### src/rtl/wdog_pkg.sv
package wdog_pkg;
  localparam int BUS_AW = 8;
  localparam int BUS_DW = 16;

  localparam logic [BUS_AW-1:0] ADR_RESTART = 8'h00;
  localparam logic [BUS_AW-1:0] ADR_FLAG1   = 8'h04;
  localparam logic [BUS_AW-1:0] ADR_FLAG2   = 8'h06;
  localparam logic [BUS_AW-1:0] ADR_CTRL    = 8'h08;
  localparam logic [BUS_AW-1:0] ADR_PERIOD  = 8'h12;

  localparam int CTRL_HALT_BIT = 11;
  localparam int CTRL_NOREBOOT_BIT = 0;
  localparam int FLAG1_BIT = 3;
  localparam int FLAG2_BIT = 1;

  typedef enum logic [2:0] {
    SEL_NONE, SEL_RESTART, SEL_FLAG1, SEL_FLAG2, SEL_CTRL, SEL_PERIOD
  } reg_sel_e;

  function automatic reg_sel_e decode_addr(input logic [BUS_AW-1:0] a);
    case (a)
      ADR_RESTART: return SEL_RESTART;
      ADR_FLAG1:   return SEL_FLAG1;
      ADR_FLAG2:   return SEL_FLAG2;
      ADR_CTRL:    return SEL_CTRL;
      ADR_PERIOD:  return SEL_PERIOD;
      default:     return SEL_NONE;
    endcase
  endfunction
endpackage

### src/rtl/wdog_prescaler.sv
module wdog_prescaler #(
  parameter int DIV = 16
) (
  input  logic clk,
  input  logic rst_n,
  input  logic run,
  input  logic restart,
  output logic tick
);
  localparam int PW = (DIV > 1) ? $clog2(DIV) : 1;
  localparam logic [PW-1:0] LAST = PW'(DIV - 1);

  logic [PW-1:0] phase_q, phase_d;

  always_comb begin
    phase_d = phase_q;
    tick    = 1'b0;
    if (restart) begin
      phase_d = '0;
    end else if (run) begin
      if (phase_q == LAST) begin
        phase_d = '0;
        tick    = 1'b1;
      end else begin
        phase_d = phase_q + 1'b1;
      end
    end
  end

  always_ff @(posedge clk or negedge rst_n) begin
    if (!rst_n) phase_q <= '0;
    else        phase_q <= phase_d;
  end

  // a halted prescaler keeps its phase
  p_phase_hold_r5: assert property (@(posedge clk) disable iff (!rst_n)
    (!run && !restart) |=> $stable(phase_q));
endmodule

### src/rtl/wdog_counter.sv
module wdog_counter #(
  parameter int CNT_W = 10,
  parameter int MIN_PERIOD = 4,
  parameter int DEF_PERIOD = 50
) (
  input  logic             clk,
  input  logic             rst_n,
  input  logic             tick,
  input  logic             restart,
  input  logic [CNT_W-1:0] period,
  output logic [CNT_W-1:0] count,
  output logic             expire
);
  localparam logic [CNT_W-1:0] MINV = CNT_W'(MIN_PERIOD);
  localparam logic [CNT_W-1:0] DEFV = CNT_W'(DEF_PERIOD);

  logic [CNT_W-1:0] cnt_q, cnt_d, eff;

  always_comb begin
    eff    = (period < MINV) ? MINV : period;
    expire = tick && (cnt_q == '0);
    cnt_d  = cnt_q;
    if (restart)     cnt_d = eff;
    else if (expire) cnt_d = eff;
    else if (tick)   cnt_d = cnt_q - 1'b1;
  end

  always_ff @(posedge clk or negedge rst_n) begin
    if (!rst_n) cnt_q <= DEFV;
    else        cnt_q <= cnt_d;
  end

  assign count = cnt_q;

  // a restart loads the effective period
  p_restart_load_r3: assert property (@(posedge clk) disable iff (!rst_n)
    restart |=> (cnt_q == $past(eff)));
  // an expiry reloads rather than wrapping
  p_expire_reload_r4: assert property (@(posedge clk) disable iff (!rst_n)
    (expire && !restart) |=> (cnt_q == $past(eff)));
  // the loaded count is never below the floor
  p_floor_r10: assert property (@(posedge clk) disable iff (!rst_n)
    restart |=> (cnt_q >= MINV));
endmodule

### src/rtl/wdog_regs.sv
module wdog_regs
  import wdog_pkg::*;
#(
  parameter int CNT_W = 10,
  parameter int DEF_PERIOD = 50
) (
  input  logic              clk,
  input  logic              rst_n,
  input  logic [BUS_AW-1:0] bus_addr,
  input  logic              bus_wr,
  input  logic              bus_rd,
  input  logic [BUS_DW-1:0] bus_wdata,
  input  logic [CNT_W-1:0]  count,
  input  logic              expire,
  output logic              halt,
  output logic              noreboot,
  output logic [CNT_W-1:0]  period,
  output logic              restart,
  output logic [BUS_DW-1:0] bus_rdata,
  output logic              rst_req
);
  reg_sel_e sel;
  logic halt_q, halt_d, nr_q, nr_d;
  logic flag1_q, flag1_d, flag2_q, flag2_d;
  logic req_q, req_d;
  logic [BUS_DW-1:0] per_q, per_d, rdata_q, rdata_d;
  logic clr1, clr2, wr_ctrl, wr_per;

  always_comb begin
    sel     = decode_addr(bus_addr);
    restart = bus_wr && (sel == SEL_RESTART);
    wr_ctrl = bus_wr && (sel == SEL_CTRL);
    wr_per  = bus_wr && (sel == SEL_PERIOD);
    clr1    = bus_wr && (sel == SEL_FLAG1) && bus_wdata[FLAG1_BIT];
    clr2    = bus_wr && (sel == SEL_FLAG2) && bus_wdata[FLAG2_BIT];

    halt_d  = wr_ctrl ? bus_wdata[CTRL_HALT_BIT] : halt_q;
    nr_d    = wr_ctrl ? bus_wdata[CTRL_NOREBOOT_BIT] : nr_q;
    per_d   = wr_per ? bus_wdata : per_q;

    flag1_d = expire | (flag1_q & ~clr1);
    flag2_d = (expire & flag1_q) | (flag2_q & ~clr2);
    req_d   = expire & flag1_q & ~nr_q;

    rdata_d = rdata_q;
    if (bus_rd) begin
      rdata_d = '0;
      case (sel)
        SEL_RESTART: rdata_d[CNT_W-1:0] = count;
        SEL_FLAG1:   rdata_d[FLAG1_BIT] = flag1_q;
        SEL_FLAG2:   rdata_d[FLAG2_BIT] = flag2_q;
        SEL_CTRL: begin
          rdata_d[CTRL_HALT_BIT]     = halt_q;
          rdata_d[CTRL_NOREBOOT_BIT] = nr_q;
        end
        SEL_PERIOD:  rdata_d = per_q;
        default:     rdata_d = '0;
      endcase
    end
  end

  always_ff @(posedge clk or negedge rst_n) begin
    if (!rst_n) begin
      halt_q  <= 1'b1;
      nr_q    <= 1'b1;
      per_q   <= BUS_DW'(DEF_PERIOD);
      flag1_q <= 1'b0;
      flag2_q <= 1'b0;
      req_q   <= 1'b0;
      rdata_q <= '0;
    end else begin
      halt_q  <= halt_d;
      nr_q    <= nr_d;
      per_q   <= per_d;
      flag1_q <= flag1_d;
      flag2_q <= flag2_d;
      req_q   <= req_d;
      rdata_q <= rdata_d;
    end
  end

  assign halt      = halt_q;
  assign noreboot  = nr_q;
  assign period    = per_q[CNT_W-1:0];
  assign bus_rdata = rdata_q;
  assign rst_req   = req_q;

  // the second flag only rises on top of the first
  p_stage_order_r7: assert property (@(posedge clk) disable iff (!rst_n)
    $rose(flag2_q) |-> $past(flag1_q));
  // a reset request always comes with the second flag
  p_req_flagged_r7: assert property (@(posedge clk) disable iff (!rst_n)
    req_q |-> flag2_q);
  // a masked cycle never produces a request
  p_mask_r8: assert property (@(posedge clk) disable iff (!rst_n)
    $past(nr_q) |-> !req_q);
  // each request lasts one cycle
  p_req_pulse_r9: assert property (@(posedge clk) disable iff (!rst_n)
    req_q |=> !req_q);
endmodule

### src/rtl/wdog_two_stage.sv
module wdog_two_stage
  import wdog_pkg::*;
#(
  parameter int TICK_DIV = 16,
  parameter int CNT_W = 10,
  parameter int MIN_PERIOD = 4,
  parameter int DEF_PERIOD = 50
) (
  input  logic        clk,
  input  logic        rst_n,
  input  logic [7:0]  bus_addr,
  input  logic        bus_wr,
  input  logic        bus_rd,
  input  logic [15:0] bus_wdata,
  output logic [15:0] bus_rdata,
  output logic        rst_req
);
  logic [1:0] sync_q;
  logic rst_int_n;
  logic halt, noreboot, restart, tick, expire;
  logic [CNT_W-1:0] period, count;

  always_ff @(posedge clk or negedge rst_n) begin
    if (!rst_n) sync_q <= 2'b00;
    else        sync_q <= {sync_q[0], 1'b1};
  end
  assign rst_int_n = sync_q[1];

  wdog_regs #(.CNT_W(CNT_W), .DEF_PERIOD(DEF_PERIOD)) u_regs (
    .clk(clk), .rst_n(rst_int_n),
    .bus_addr(bus_addr), .bus_wr(bus_wr), .bus_rd(bus_rd), .bus_wdata(bus_wdata),
    .count(count), .expire(expire),
    .halt(halt), .noreboot(noreboot), .period(period), .restart(restart),
    .bus_rdata(bus_rdata), .rst_req(rst_req)
  );

  wdog_prescaler #(.DIV(TICK_DIV)) u_pre (
    .clk(clk), .rst_n(rst_int_n), .run(!halt), .restart(restart), .tick(tick)
  );

  wdog_counter #(.CNT_W(CNT_W), .MIN_PERIOD(MIN_PERIOD), .DEF_PERIOD(DEF_PERIOD)) u_cnt (
    .clk(clk), .rst_n(rst_int_n), .tick(tick), .restart(restart),
    .period(period), .count(count), .expire(expire)
  );

  // the count holds while halted unless restarted
  p_halt_freeze_r5: assert property (@(posedge clk) disable iff (!rst_int_n)
    (halt && !restart) |=> $stable(count));
  // the mask bit observed at the port suppresses the request
  p_masked_port_r8: assert property (@(posedge clk) disable iff (!rst_int_n)
    $past(noreboot) |-> !rst_req);
endmodule

### config.mk
export PLATFORM = sky130hd
export DESIGN_NAME = wdog_two_stage
export DESIGN_NICKNAME = d
export VERILOG_FILES = /design/src/rtl/wdog_pkg.sv /design/src/rtl/wdog_prescaler.sv /design/src/rtl/wdog_counter.sv /design/src/rtl/wdog_regs.sv /design/src/rtl/wdog_two_stage.sv
export SDC_FILE = /design/constraint.sdc
export NUM_CORES = 1
export LEC_CHECK = 0
export CAP_MARGIN = 25
export CORE_MARGIN = 2
export CORE_UTILIZATION = 52
export CTS_CLUSTER_SIZE = 20
export DETAILED_ROUTE_END_ITERATION = 7
export PLACE_DENSITY = 0.79
export SLEW_MARGIN = 20
export SYNTH_ARGS = -nofsm -noshare
export SYNTH_HDL_FRONTEND = slang
export SYNTH_SLANG_ARGS = --single-unit
### constraint.sdc
create_clock -name clk -period 1.8 [get_ports clk]
set_input_delay 0.27 -clock clk [delete_from_list [all_inputs] [get_ports clk]]
set_output_delay 0.27 -clock clk [all_outputs]
set_load 0.02 [all_outputs]
==> results.md <==
- Total number of vias: 2074
- Cell Rows: 25
- Clock slew at reported path FFs: 0.09 ns
- CTS hold repair buffers: 0
- Core area: 0.00466 sq mm
- Total CTS buffers: 5
- Final Power: 0.00347 W
- Leading area contributor after synthesis: dfrtp_1
- R2R setup slack: 0.04 ns
- Routed length per placed instance: 15.2 um
- Worst r2r dst: u_cnt.count[7]
- Place WS: -0.436 ns
- Io pins: 45
- R2r startpoint: u_cnt.count[7]
- Initial DRC count: 137
- Syn_nets: 260
- Fin. Hold Viols: 0
- Final worst slack: 0.0409 ns
- Hold crit path type: input port to async pin
- Fraction of layout cells with a size suffix above 1: 0.289
- Most frequent cell after synthesis: dfrtp_1
- Filler instances: 338
- Status: complete, no violations
- CTS tree: done
- Die area: 0.00535 sq mm
- Required @ worst endpoint: 1.99 ns
- Top cell family by delay on the critical path: simple AND/OR/NAND/NOR gates
- Fin crit period: 1.76 ns
- Register area: 0.00134 sq mm
- Unrepaired setup endpoints after global routing: true
- Crit share post-route: 0.977
- WS Path Type: register to register
- Synth Instances: 230
- Fmax: 568 MHz
- Worst path slowest cell: dfrtp_1
- Buf+Inv Stages, Crit Path: 0
- Worst vdd ir: 0.633 mV
- Area grow syn2layout: 39.1%
- Maximum level of the CTS H-tree: 2
- Sequential share of the synthesized area: 0.538
- GRT Total Usage: 0.230
- Yosys reg bits: 53
- Nets@finish: 344
- Horiz. Die Dim: 73.1 um
- Remaining Overflow, GRT: 0
- Mapped Avg Cell Area: 10.8 sq um
- Crit path launch type: register
- Multi-input logic area: 0.00111 sq mm
- GP Congestion: 0.919
- Starting Density: 0.533
- Arrival time of the worst setup path: 1.95 ns
- Post-synth ARST share: 1.00
- Remaining DRCs: 0
- Clk root buf: clkbuf_8
- Max cap viols: 0
- DPL Wire Length: 4100 um
- Clock Skew: 0.00641 ns
- Lkg Pwr: 1.54 nW
- Pre-antenna DRT Iters: 4
- Num Clock Sinks: 53
- Worst slew pin tran: 0.618 ns
- Worst Path Max Fanout: 6
- Critical path's largest stage delay: 0.39 ns
- CP endpoint kind: register
- Number of synthesized flops with an enable pin: 0
- Die H: 73.1 um
- IO Port Bufs: 44
- CTS max path bufs: 2
- Post-synth top cells: 45 x dfrtp_1, 22 x nor2_1, 15 x mux2_2
- Final setup viols: 0
- Initial antenna violation count: 0
- CP Cell Sequence: or3_4 > or2_4 > o21ai_4 > o21ai_2 > a221o_1
- Synth unique cells: 50
- Post-Syn Area: 0.00248 sq mm
- Synth top area share: 0.453
- Post-route ant nets: 0
- PD cells: 1000 mW/mm^2
- R2r worst-path depth: 5
- Number of global-route vias before repair: 2050
- Final core occ: 0.742
- Diode count: 0
- Synth warn: 0
- Drt total wl: 5620 um
- Largest net degree at the start of global routing: 52
- First-pass GRT wire length: 9320 um
- Fin. max-slew vios: 0
- Later-pin clock latency in the skew report: 0.31 ns
- Vias/cell: 5.62
- Area contributors post-synth: dfrtp_1 45%, dfstp_2 8.5%, mux2_2 6.8%
- Ys flop type: dfrtp_1
- Max_slew headroom: 0.588
## power breakdown
part / switching [W] / internal (W) / leakage, nW / total [W]
Sequential: 0.000136 / 0.00139 / 0.670 / 0.00153
Clock: 0.000383 / 0.000418 / 0.0554 / 0.000801
Combinational: 0.000515 / 0.000629 / 0.814 / 0.00114
## worst max-delay path by stage
| stage | from | endpoint | slack [ns] | cells past startpoint |
|---|---|---|---|---|
| global route | u_cnt.count[7] | u_cnt.count[7] | -0.02 | 5 |
| global placement | bus_addr[0] | u_cnt.count[7] | -0.40 | 6 |
| finish | u_cnt.count[7] | u_cnt.count[7] | 0.04 | 5 |
| CTS | u_cnt.count[5] | u_cnt.count[7] | 0.02 | 5 |
| detailed placement | bus_addr[0] | u_cnt.count[7] | -0.44 | 6 |
| floorplan | bus_addr[0] | u_cnt.count[7] | -0.04 | 6 |
## state kept, by name, summed over array words and instances (netlist names)
name	flops
u_regs.bus_rdata	16
u_regs.flag2_q	1
u_pre.phase_q	4
u_cnt.count	10
u_regs.flag1_q	1
u_regs.halt	1
sync_q	2
u_regs.noreboot	1
u_regs.rst_req	1
u_regs.per_q	16
## cells in the final DEF, fill, tap and decap left out, drive strengths merged, types with 2 or more instances in the layout
master         count
inv               12
a21oi             13
mux2              18
dfrtp             45
clkbuf             6
or4                2
nor4b              2
nand2             10
dlygate4sd2        4
buf               43
clkdlybuf4s50     40
a32oi              5
nor4               3
o21ai             13
a31oi              3
nor3               6
o22ai              2
a22oi              8
nand4              2
xnor2              3
o31ai              3
nor2b              2
dfstp              8
nor2              23
and2               3
a22o               3
or2                3
ha                 2
xor2               2
nand3              8
mux2i              3
## logic make-up after synthesis
| logic type | share of synthesized area |
|---|---|
| fa+ha+maj | 0.0101 |
| flops | 0.538 |
| other cells | 0.00151 |
| compound gates | 0.150 |
| xor+xnor | 0.0176 |
| buf+inv | 0.0378 |
| simple gates | 0.152 |
| mux | 0.0937 |
## repair_timing
item | CTS | global route
buffers inserted | 2 | 0
pin swaps | 6 | 4
resized for setup | 10 | 5
setup endpoints to repair | 12 | 13
## stage by stage
step	hold WS, ns	setup TNS, ns	cell area (sq um)	std cells
after CTS	0.102	0	3440	369
after detailed placement	0.352	-14.38	3280	359
final	0.111	0	3460	369
after floorplan	-0.0256	-0.0396	2490	230
after global placement	0.344	-12.95	3280	359
after global routing	0.104	-0.0265	3460	369
## per-layer routing
layer | track usage | vias to the layer above | share of wire
met5 | 0 | - | 0
met4 | 0.0947 | 0 | 0.020
met3 | 0.0483 | 11 | 0.046
met2 | 0.374 | 54 | 0.49
met1 | 0.297 | 1012 | 0.44
li1 | - | 997 | -
## layout make-up
class | count | share of cell area
well taps | 54 | 0.0195
multi-input cells | 155 | 0.322
flip-flops and latches | 53 | 0.387
clock buffers | 6 | 0.0210
clock inverters | 2 | 0.0112
inverters | 12 | 0.0130
repair buffers | 87 | 0.227
Note: power is estimated with default switching activity, not from simulation.
